==> src/rtl/flash_cmd_pkg.sv <==
package flash_cmd_pkg;

  typedef enum logic [1:0] {
    MD_READ  = 2'd0,
    MD_PROG  = 2'd1,
    MD_ERASE = 2'd2,
    MD_SUSP  = 2'd3
  } op_mode_e;

  typedef enum logic [2:0] {
    SQ_IDLE = 3'd0,
    SQ_UNL1 = 3'd1,
    SQ_UNL2 = 3'd2,
    SQ_PROG = 3'd3,
    SQ_ER1  = 3'd4,
    SQ_ER2  = 3'd5,
    SQ_ER3  = 3'd6
  } seq_step_e;

endpackage

==> src/rtl/strobe_filter.sv <==
module strobe_filter #(
  parameter int GLITCH_CYC = 3,
  parameter int AW = 12,
  parameter int DW = 8
) (
  input  logic          clk,
  input  logic          rst_n,
  input  logic          ce_n,
  input  logic          we_n,
  input  logic          oe_n,
  input  logic [AW-1:0] addr,
  input  logic [DW-1:0] data,
  input  logic          block,
  output logic          wr_evt,
  output logic [AW-1:0] wr_addr,
  output logic [DW-1:0] wr_data
);

  localparam int CW = $clog2(GLITCH_CYC + 1);

  logic          raw_act;
  logic          qual;
  logic [CW-1:0] cnt_q, cnt_d;
  logic          armed_q, armed_d;
  logic          evt_q, evt_d;
  logic [AW-1:0] addr_q;
  logic [DW-1:0] data_q;

  assign raw_act = ~ce_n & ~we_n & oe_n;
  assign qual    = (cnt_q == CW'(GLITCH_CYC));

  always_comb begin
    cnt_d   = cnt_q;
    if (raw_act) begin
      if (!qual) cnt_d = cnt_q + CW'(1);
    end else begin
      cnt_d = '0;
    end
    armed_d = armed_q | ~raw_act;
    evt_d   = ~raw_act & qual & armed_q & ~block;
  end

  always_ff @(posedge clk or negedge rst_n) begin
    if (!rst_n) begin
      cnt_q   <= '0;
      armed_q <= 1'b0;
      evt_q   <= 1'b0;
    end else begin
      cnt_q   <= cnt_d;
      armed_q <= armed_d;
      evt_q   <= evt_d;
    end
  end

  always_ff @(posedge clk or negedge rst_n) begin
    if (!rst_n) begin
      addr_q <= '0;
      data_q <= '0;
    end else if (raw_act) begin
      addr_q <= addr;
      data_q <= data;
    end
  end

  assign wr_evt  = evt_q;
  assign wr_addr = addr_q;
  assign wr_data = data_q;

  assert_evt_single_R1: assert property (@(posedge clk) disable iff (!rst_n)
    evt_q |=> !evt_q);

  assert_first_edge_blocked_R10: assert property (@(posedge clk) disable iff (!rst_n)
    !armed_q |=> !evt_q);

endmodule

==> src/rtl/cmd_sequencer.sv <==
module cmd_sequencer
  import flash_cmd_pkg::*;
#(
  parameter int AW = 12,
  parameter int DW = 8,
  parameter logic [AW-1:0] ADDR_A    = 12'h555,
  parameter logic [AW-1:0] ADDR_B    = 12'h2AA,
  parameter logic [DW-1:0] KEY_A     = 8'hAA,
  parameter logic [DW-1:0] KEY_B     = 8'h55,
  parameter logic [DW-1:0] KEY_PROG  = 8'hA0,
  parameter logic [DW-1:0] KEY_ERASE = 8'h80,
  parameter logic [DW-1:0] KEY_GO    = 8'h30,
  parameter logic [DW-1:0] KEY_SUSP  = 8'hB0,
  parameter logic [DW-1:0] KEY_RES   = 8'h30
) (
  input  logic          clk,
  input  logic          rst_n,
  input  logic          clear,
  input  logic          wr_evt,
  input  logic [AW-1:0] wr_addr,
  input  logic [DW-1:0] wr_data,
  input  op_mode_e      mode,
  output logic          start_prog,
  output logic          start_erase,
  output logic          susp_req,
  output logic          resume_req
);

  seq_step_e step_q, step_d;
  logic      hit_a, hit_b;

  assign hit_a = (wr_addr == ADDR_A) && (wr_data == KEY_A);
  assign hit_b = (wr_addr == ADDR_B) && (wr_data == KEY_B);

  always_comb begin
    step_d      = step_q;
    start_prog  = 1'b0;
    start_erase = 1'b0;
    susp_req    = 1'b0;
    resume_req  = 1'b0;
    if (clear) begin
      step_d = SQ_IDLE;
    end else if (mode != MD_READ) begin
      step_d = SQ_IDLE;
      if (wr_evt) begin
        susp_req   = (mode == MD_ERASE) && (wr_data == KEY_SUSP);
        resume_req = (mode == MD_SUSP)  && (wr_data == KEY_RES);
      end
    end else if (wr_evt) begin
      step_d = SQ_IDLE;
      unique case (step_q)
        SQ_IDLE: if (hit_a) step_d = SQ_UNL1;
        SQ_UNL1: if (hit_b) step_d = SQ_UNL2;
        SQ_UNL2: begin
          if (wr_addr == ADDR_A && wr_data == KEY_PROG)       step_d = SQ_PROG;
          else if (wr_addr == ADDR_A && wr_data == KEY_ERASE) step_d = SQ_ER1;
        end
        SQ_PROG: start_prog = 1'b1;
        SQ_ER1:  if (hit_a) step_d = SQ_ER2;
        SQ_ER2:  if (hit_b) step_d = SQ_ER3;
        SQ_ER3:  start_erase = (wr_data == KEY_GO);
        default: step_d = SQ_IDLE;
      endcase
    end
  end

  always_ff @(posedge clk or negedge rst_n) begin
    if (!rst_n) step_q <= SQ_IDLE;
    else        step_q <= step_d;
  end

  assert_start_only_idle_R6: assert property (@(posedge clk) disable iff (!rst_n)
    (start_prog || start_erase) |-> (mode == MD_READ));

  assert_mismatch_resets_R4: assert property (@(posedge clk) disable iff (!rst_n)
    (wr_evt && step_q == SQ_UNL1 && !hit_b && !clear) |=> (step_q == SQ_IDLE));

endmodule

==> src/rtl/op_engine.sv <==
module op_engine
  import flash_cmd_pkg::*;
#(
  parameter int PROG_CYCLES  = 20,
  parameter int ERASE_CYCLES = 40
) (
  input  logic     clk,
  input  logic     rst_n,
  input  logic     abort,
  input  logic     start_prog,
  input  logic     start_erase,
  input  logic     susp_req,
  input  logic     resume_req,
  output op_mode_e mode,
  output logic     busy
);

  localparam int MAXC = (PROG_CYCLES > ERASE_CYCLES) ? PROG_CYCLES : ERASE_CYCLES;
  localparam int CW   = $clog2(MAXC + 1);

  op_mode_e      mode_q, mode_d;
  logic [CW-1:0] cnt_q, cnt_d;
  logic          last;

  assign last = (cnt_q == CW'(1));

  always_comb begin
    mode_d = mode_q;
    cnt_d  = cnt_q;
    if (abort) begin
      mode_d = MD_READ;
      cnt_d  = '0;
    end else begin
      unique case (mode_q)
        MD_READ: begin
          if (start_prog) begin
            mode_d = MD_PROG;
            cnt_d  = CW'(PROG_CYCLES);
          end else if (start_erase) begin
            mode_d = MD_ERASE;
            cnt_d  = CW'(ERASE_CYCLES);
          end
        end
        MD_PROG: begin
          if (last) begin
            mode_d = MD_READ;
            cnt_d  = '0;
          end else begin
            cnt_d = cnt_q - CW'(1);
          end
        end
        MD_ERASE: begin
          if (susp_req) begin
            mode_d = MD_SUSP;
          end else if (last) begin
            mode_d = MD_READ;
            cnt_d  = '0;
          end else begin
            cnt_d = cnt_q - CW'(1);
          end
        end
        MD_SUSP: if (resume_req) mode_d = MD_ERASE;
        default: mode_d = MD_READ;
      endcase
    end
  end

  always_ff @(posedge clk or negedge rst_n) begin
    if (!rst_n) begin
      mode_q <= MD_READ;
      cnt_q  <= '0;
    end else begin
      mode_q <= mode_d;
      cnt_q  <= cnt_d;
    end
  end

  assign mode = mode_q;
  assign busy = (mode_q == MD_PROG) || (mode_q == MD_ERASE);

  assert_prog_exit_R5: assert property (@(posedge clk) disable iff (!rst_n)
    (mode_q == MD_PROG) |=> (mode_q == MD_PROG || mode_q == MD_READ));

  assert_busy_count_live_R5: assert property (@(posedge clk) disable iff (!rst_n)
    busy |-> (cnt_q != '0));

  assert_suspend_frozen_R7: assert property (@(posedge clk) disable iff (!rst_n)
    (mode_q == MD_SUSP && !resume_req && !abort) |=> (mode_q == MD_SUSP && $stable(cnt_q)));

endmodule

==> src/rtl/flash_cmd_front.sv <==
module flash_cmd_front
  import flash_cmd_pkg::*;
#(
  parameter int AW           = 12,
  parameter int DW           = 8,
  parameter int GLITCH_CYC   = 3,
  parameter int PROG_CYCLES  = 20,
  parameter int ERASE_CYCLES = 40
) (
  input  logic          clk,
  input  logic          rst_n,
  input  logic          dev_rst_n,
  input  logic          supply_low,
  input  logic          ce_n,
  input  logic          we_n,
  input  logic          oe_n,
  input  logic [AW-1:0] addr,
  input  logic [DW-1:0] data,
  output logic          rb_pull_low,
  output logic [1:0]    op_mode
);

  logic [1:0]    rst_pipe_q;
  logic          rst_sync_n;
  logic          block;
  logic          wr_evt;
  logic [AW-1:0] wr_addr;
  logic [DW-1:0] wr_data;
  logic          start_prog, start_erase, susp_req, resume_req;
  op_mode_e      mode_w;
  logic          busy_w;

  always_ff @(posedge clk or negedge rst_n) begin
    if (!rst_n) rst_pipe_q <= 2'b00;
    else        rst_pipe_q <= {rst_pipe_q[0], 1'b1};
  end
  assign rst_sync_n = rst_pipe_q[1];

  assign block = supply_low | ~dev_rst_n;

  strobe_filter #(.GLITCH_CYC(GLITCH_CYC), .AW(AW), .DW(DW)) u_filter (
    .clk     (clk),
    .rst_n   (rst_sync_n),
    .ce_n    (ce_n),
    .we_n    (we_n),
    .oe_n    (oe_n),
    .addr    (addr),
    .data    (data),
    .block   (block),
    .wr_evt  (wr_evt),
    .wr_addr (wr_addr),
    .wr_data (wr_data)
  );

  cmd_sequencer #(.AW(AW), .DW(DW)) u_seq (
    .clk         (clk),
    .rst_n       (rst_sync_n),
    .clear       (block),
    .wr_evt      (wr_evt),
    .wr_addr     (wr_addr),
    .wr_data     (wr_data),
    .mode        (mode_w),
    .start_prog  (start_prog),
    .start_erase (start_erase),
    .susp_req    (susp_req),
    .resume_req  (resume_req)
  );

  op_engine #(.PROG_CYCLES(PROG_CYCLES), .ERASE_CYCLES(ERASE_CYCLES)) u_eng (
    .clk         (clk),
    .rst_n       (rst_sync_n),
    .abort       (block),
    .start_prog  (start_prog),
    .start_erase (start_erase),
    .susp_req    (susp_req),
    .resume_req  (resume_req),
    .mode        (mode_w),
    .busy        (busy_w)
  );

  assign rb_pull_low = busy_w | ~dev_rst_n;
  assign op_mode     = mode_w;

  assert_lockout_to_read_R9: assert property (@(posedge clk) disable iff (!rst_sync_n)
    supply_low |=> (op_mode == 2'd0));

  assert_devrst_to_read_R8: assert property (@(posedge clk) disable iff (!rst_sync_n)
    !dev_rst_n |=> (op_mode == 2'd0));

  assert_suspend_ready_R11: assert property (@(posedge clk) disable iff (!rst_sync_n)
    (op_mode == 2'd3 && dev_rst_n) |-> !rb_pull_low);

endmodule

==> config.mk <==
export PLATFORM = sky130hd
export DESIGN_NAME = flash_cmd_front
export DESIGN_NICKNAME = d
export VERILOG_FILES = /design/src/rtl/flash_cmd_pkg.sv /design/src/rtl/strobe_filter.sv /design/src/rtl/cmd_sequencer.sv /design/src/rtl/op_engine.sv /design/src/rtl/flash_cmd_front.sv
export SDC_FILE = /design/constraint.sdc
export NUM_CORES = 1
export LEC_CHECK = 0
export BUFFER_PORTS_ARGS = -buffer_cell sky130_fd_sc_hd__clkbuf_2
export CORE_MARGIN = 5
export CORE_UTILIZATION = 55
export CTS_BUF_LIST = sky130_fd_sc_hd__clkbuf_8
export CTS_CLUSTER_DIAMETER = 60
export DETAILED_ROUTE_END_ITERATION = 10
export PLACE_DENSITY_LB_ADDON = 0.1
export SYNTH_ARGS = -nofsm -noshare
export SYNTH_HDL_FRONTEND = slang
export SYNTH_SLANG_ARGS = --single-unit
==> constraint.sdc <==
create_clock -name clk -period 3.7 [get_ports clk]
set_clock_uncertainty 0.1 [all_clocks]
set_input_delay 0.185 -clock clk [delete_from_list [all_inputs] [get_ports clk]]
set_output_delay 0.185 -clock clk [all_outputs]
set_load 0.01 [all_outputs]
# Word-level counts from Yosys, hierarchy flattened

Cells that the tools add are included.

Output and inout bits: 3
Register bits: 37
Word-level logic and storage cells: 100
Input bits: 27

Reductions and logical operators: 14
Bitwise logic cells: 13
Eq/ne operators: 23
Muxes and demuxes: 39
$add $sub $neg: 2

Operators by type and width:

| operator                                                           | number |
|---|---|
| 8-bit == test, second input constant                               | 4 |
| 6-bit 2-to-1 mux                                                   | 5 |
| 3-bit 2-to-1 mux                                                   | 7 |
| 2-bit 2-to-1 mux                                                   | 9 |
| 6-bit case mux with 3 select lines                                 | 1 |
| 1-bit 2-to-1 mux                                                   | 15 |
| 3-bit case mux with 5 select lines                                 | 1 |
| 12-bit by 10-bit == test with 1-bit output, second input constant  | 1 |
| 12-bit by 11-bit == test with 1-bit output, second input constant  | 1 |
| 3-bit == test, second input constant                               | 3 |
| 8-bit by 6-bit == test with 1-bit output, second input constant    | 1 |
| 8-bit by 7-bit == test with 1-bit output, second input constant    | 1 |
| 2-bit case mux with 4 select lines                                 | 1 |
| 2-bit == test, second input constant                               | 3 |
| 3-bit by 2-bit == test with 1-bit output, second input constant    | 2 |
| 6-bit by 1-bit == test with 1-bit output, second input constant    | 1 |
| 1-bit logical AND                                                  | 6 |
| 3-bit != test, second input constant                               | 2 |
| 6-bit by 1-bit subtractor with 6-bit output, second input constant | 1 |
| 1-bit AND                                                          | 5 |
| 1-bit NOT                                                          | 5 |
| 4-bit != test, second input constant                               | 1 |
| 4-bit nonzero test                                                 | 1 |
| 3-bit by 1-bit == test with 1-bit output, second input constant    | 1 |
| 11 further kinds                                                   | 13 |

# Depth between registers and ports, before layout

Word-level depth: 9
Depth in mapped cells: 8
Mapped depth without buffers: 7

# Hierarchy

From an unflattened synthesis, not the netlist that was laid out.

Cells, all modules: 180
Area, all modules: 2024.4 um2

By module, submodules not included:

| module          | area each (um2) | cells each | instances | sequential area each (um2) |
|---|---|---|---|---|
| strobe_filter   | 925.9           | 55         | 1         | 600.6 |
| op_engine       | 624.3           | 70         | 1         | 200.2 |
| cmd_sequencer   | 407.9           | 50         | 1         | 75.1 |
| flash_cmd_front | 66.3            | 5          | 1         | 50.0 |

# Least setup slack after synthesis

OpenSTA, ideal clock, no wires.

Path kind: register -> register
From: register u_eng.mode_q[0] (netlist: u_eng.mode[0])
To: register u_eng.cnt_q[3]
Library setup time: 0.125 ns
Cell stages (with the launch flop): 8
Slack: 1.727 ns
Buffers on the path: 1
Required time: 3.475 ns
Period minus slack after synthesis: 1.973 ns
Arrival time: 1.748 ns
Cells stage by stage: dfrtp_1 -> inv_1 -> ha_1 -> nand3b_1 -> a31o_2 -> o22a_2 -> buf_6 -> mux2_4

Word-level cells in the longest chain between the ends: 7
Elaborated cells between the ends (all ways): 19
Classes of those cells: eq/ne (4); mux (10); reduce/logical (5)

RTL lines:

| element                              | line                                 | RTL |
|---|---|---|
| start, declared                      | op_engine.sv:21                      | `op_mode_e mode_q, mode_d;` |
| start signal, assigned               | op_engine.sv:73                      | `mode_q <= mode_d;` |
| 2-bit == test                        | cmd_sequencer.sv:46, op_engine.sv:34 |  |
| 1-bit logical AND                    | cmd_sequencer.sv:46                  | `susp_req = (mode == MD_ERASE) && (wr_data == KEY_SUSP);` |
| 1-bit 2-to-1 mux                     | cmd_sequencer.sv:45                  | `if (wr_evt) begin` |
| 1-bit 2-to-1 mux                     | cmd_sequencer.sv:43                  | `end else if (mode != MD_READ) begin` |
| 1-bit 2-to-1 mux                     | cmd_sequencer.sv:41                  | `if (clear) begin` |
| 3-bit != test (no source line)       | n/a                                  |  |
| 3-bit AND reduction (no source line) | n/a                                  |  |
| end signal, assigned                 | op_engine.sv:74                      | `cnt_q <= cnt_d;` |
| end, declared                        | op_engine.sv:22                      | `logic [CW-1:0] cnt_q, cnt_d;` |

Parallel ways exist; a longest one is shown, timed or not.
A chain may end at the register's enable or synchronous reset.

# Worst setup path in the final report

Same ends and word-level chain as after synthesis.

==> impl_metrics.py <==
metrics = {
    "yosys": {
        "async_flop_share_pct": 100,
        "synth_nets": 214,
        "mappedNetlistArea_sq_um": 1980,
        "post-synth-top-area-fraction_pct": 46.7,
        "synth_area_leader_cell": "sky130_fd_sc_hd__dfrtp_1",
        "ys_warn_count": 0,
        "top_ff_cell_synth": "sky130_fd_sc_hd__dfrtp_1",
        "postSynthRegisterBits": 37,
        "synth_seq_area_share_pct": 46.7,
        "synthesized_instance_count": 180,
        "yosys.cell_types.count": 47,
        "number_of_enable_flip_flop_cells_after_synthesis": 0,
        "netlist_top_cells_area": "sky130_fd_sc_hd__dfrtp_1, sky130_fd_sc_hd__mux2_2, sky130_fd_sc_hd__ha_1",
        "postSynthAreaPerCell_sq_um": 11.0,
    },
    "power_and_ir_drop": {
        "clock_share_of_power_pct": 30.0,
        "peakVddDrop_mv": 0.295,
        "switchingPower_mw": 0.248,
        "seq_power_share_pct": 54.6,
        "power.total_mw": 0.912,
        "power.combinational.fraction_pct": 15.4,
        "power.internal_mw": 0.664,
        "p_leak_nw": 1.00,
        "power.switching_fraction_pct": 27.2,
        "power.density_nw_per_um2": 401,
    },
    "worst_setup_path": {
        "r2r_start": "u_eng.mode[0]",
        "cp_max_fo": 10,
        "criticalPathCategory": "reg -> reg",
        "cp_endpoint_kind": "flip-flop",
        "crit_start": "u_eng.mode[0]",
        "ff2ff_setup_slack_ns": 1.66,
        "critical_path_arrival_ns": 2.12,
        "crit_required_ns": 3.78,
        "worst_setup_start_kind": "flip-flop",
    },
    "global_routing": {
        "grt_first_pass_wirelength_mm": 7.31,
        "grt_remaining_overflow": 0,
        "vias_in_the_first_global_route": 1609,
        "grt_use_total_pct": 18.4,
        "maximum_number_of_pins_on_one_net_before_global_route_repair": 36,
        "antenna_found_initial": 0,
    },
    "hold_path": {
        "min-delay-start": "addr[3]",
        "timing.hold.worst.class": "in -> reg",
    },
    "clock_network": {
        "clock_tree.root_cell": "sky130_fd_sc_hd__clkbuf_8",
        "tritoncts": "done",
        "cts.hold.buffers_added": 1,
        "clock_transition_time_at_the_flip_flop_clock_pins_of_the_worst_setup_and_hold_paths_ns": 0.08,
        "cts_setup_buffers": 0,
        "clk_latency_ns": 0.29,
        "clockBufferDepth": 2,
        "htreeDepth": 2,
        "cts_num_sinks": 37,
        "cts-buffers-inserted": 5,
        "post_cts_resized": 0,
    },
    "sta": {
        "timing_max_transition_violations_final": 0,
        "fin_worst_setup_slack_ns": 1.66,
        "timing.final.hold_violations": 0,
        "setup_violations": 0,
        "fmax_ghz": 0.490,
        "finalWorstPathRequiredPeriod_ns": 2.04,
        "finalSetupTns_ns": 0,
        "rsz_0062_raised_after_global_routing": "false",
        "timing.final.crit_share_pct": 55.1,
    },
    "routing": {
        "vias": 1494,
        "postRouteAntennaNets": 0,
        "detail_route.first_pass.iterations": 4,
        "totalWireLength_mm": 3.91,
        "vias_cell": 5.68,
        "drcViolationCount": 0,
        "detail_route.iter0.violations": 73,
        "wl_per_cell_um": 14.9,
    },
    "place": {
        "gp_congestion": 0.884,
        "dp_hpwl_mm": 3.02,
        "place_worst_setup_slack_ns": 1.68,
        "dp.cells": 254,
        "portBuffers": 29,
    },
    "floorplan": {
        "row_count": 21,
        "initial_core_util_pct": 58.0,
        "pin_count": 30,
        "die-height_um": 70.0,
        "core_region_area_sq_um": 3420,
        "fp.dieW_um": 70.0,
        "die_area_sq_um": 4900,
    },
    "finish": {
        "num-nets-final": 250,
        "drive_gt1_share_pct": 33.2,
        "final_cell_count_no_fill": 263,
        "n_antenna_cell": 0,
        "most-common-layout-cells": "sky130_fd_sc_hd__dfrtp_1, sky130_fd_sc_hd__clkbuf_2, sky130_fd_sc_hd__mux2_2",
        "most_frequent_standard_cell_in_the_layout_excluding_fill_and_tap_cells": "sky130_fd_sc_hd__dfrtp_1",
        "regArea_sq_um": 926,
        "fillers": 281,
        "multiInputGateArea_sq_um": 996,
        "post-route-util_pct": 66.6,
        "syn_to_final_growth_pct": 14.8,
    },
    "outcome": {
        "status": "completed",
    },
    "run": {
        "max_cap_viols": 0,
    },
}
## power by group through the flow
stage	clock, mW	sequential (mW)	combinational (mW)
final	0.274	0.498	0.141
after global routing	0.301	0.506	0.160
after CTS	0.282	0.498	0.143
after detailed placement	0	0.506	0.142
after global placement	0	0.503	0.136
after floorplan	0	0.497	0.103
## registers in the layout, summed over array words and instances (netlist names)
register / flops
u_seq.step_q: 3
u_filter.wr_evt: 1
u_filter.cnt_q: 2
u_filter.wr_data: 8
u_eng.mode: 2
u_eng.cnt_q: 6
rst_pipe_q: 2
u_filter.armed_q: 1
u_filter.wr_addr: 12
## cell families (layout without fill, tap and decap cells)
group | count (synthesis) | after routing | share of synthesized area (%)
xor gates and xnor gates | 2 | 2 | 0.885
buffers and inverters | 13 | 50 | 2.97
muxes | 25 | 25 | 14.5
other | 1 | 1 | 0.189
DFF | 37 | 37 | 46.7
AOI/OAI and AO/OA | 25 | 25 | 8.78
and+or+nand+nor | 70 | 70 | 21.5
adders and majority gates | 7 | 7 | 4.42
## through the flow
stage / instance area [sq um] / hold WS, ns
after floorplan: 1980 / -0.211
after CTS: 2270 / 0.0140
final: 2270 / 0.0231
after detailed placement: 2180 / -0.129
after global routing: 2270 / 0.0100
after global placement: 2180 / -0.131
## critical path, stage by stage, from the launching register on
cell and delay, ns:
sky130_fd_sc_hd__dfrtp_1 0.44, sky130_fd_sc_hd__inv_1 0.11, sky130_fd_sc_hd__ha_1 0.24, sky130_fd_sc_hd__nand3b_1 0.16, sky130_fd_sc_hd__a31o_2 0.25, sky130_fd_sc_hd__o22a_2 0.32, sky130_fd_sc_hd__mux2_4 0.32
## layer usage
| metal | up-vias | GRT usage [%] | share of wire, % |
|---|---|---|---|
| met4 | 0 | 7.02 | 1.5 |
| met3 | 5 | 5.16 | 4.2 |
| met2 | 29 | 29.1 | 49 |
| li1 | 726 | - | - |
| met1 | 734 | 24.0 | 45 |
| met5 | - | 0 | 0 |
## layout make-up
cell class | instances | share of cell area [%]
clock buffers | 5 | 3.03
clock inverters | 3 | 0.771
inverters | 10 | 1.65
multi-input cells | 130 | 43.8
flip-flops and latches | 37 | 40.7
well taps | 46 | 2.53
repair buffers | 32 | 7.48
## cell usage after synthesis (all sizes together) (2+ instances only)
library cell / count
dfrtp: 37
mux2: 23
nor2: 14
nand2: 11
inv: 10
ha: 7
nor3: 7
o21ai: 7
nand3: 6
nor4bb: 6
and2: 5
a21oi: 4
nand4: 4
nor2b: 4
buf: 3
a31oi: 2
and4: 2
mux2i: 2
nand2b: 2
nor3b: 2
nor4b: 2
o22a: 2
## final timing paths
kind                       cells after the start                   to
max                                            6       u_eng.cnt_q[3]
min in group asynchronous                      2        rst_pipe_q[1]
min                                            2  u_filter.wr_addr[3]
min reg2reg                                    1  u_filter.wr_addr[3]
max reg2reg                                    6       u_eng.cnt_q[3]
max in group asynchronous                      1       u_eng.cnt_q[4]
Power figures use the tool's default switching activity.
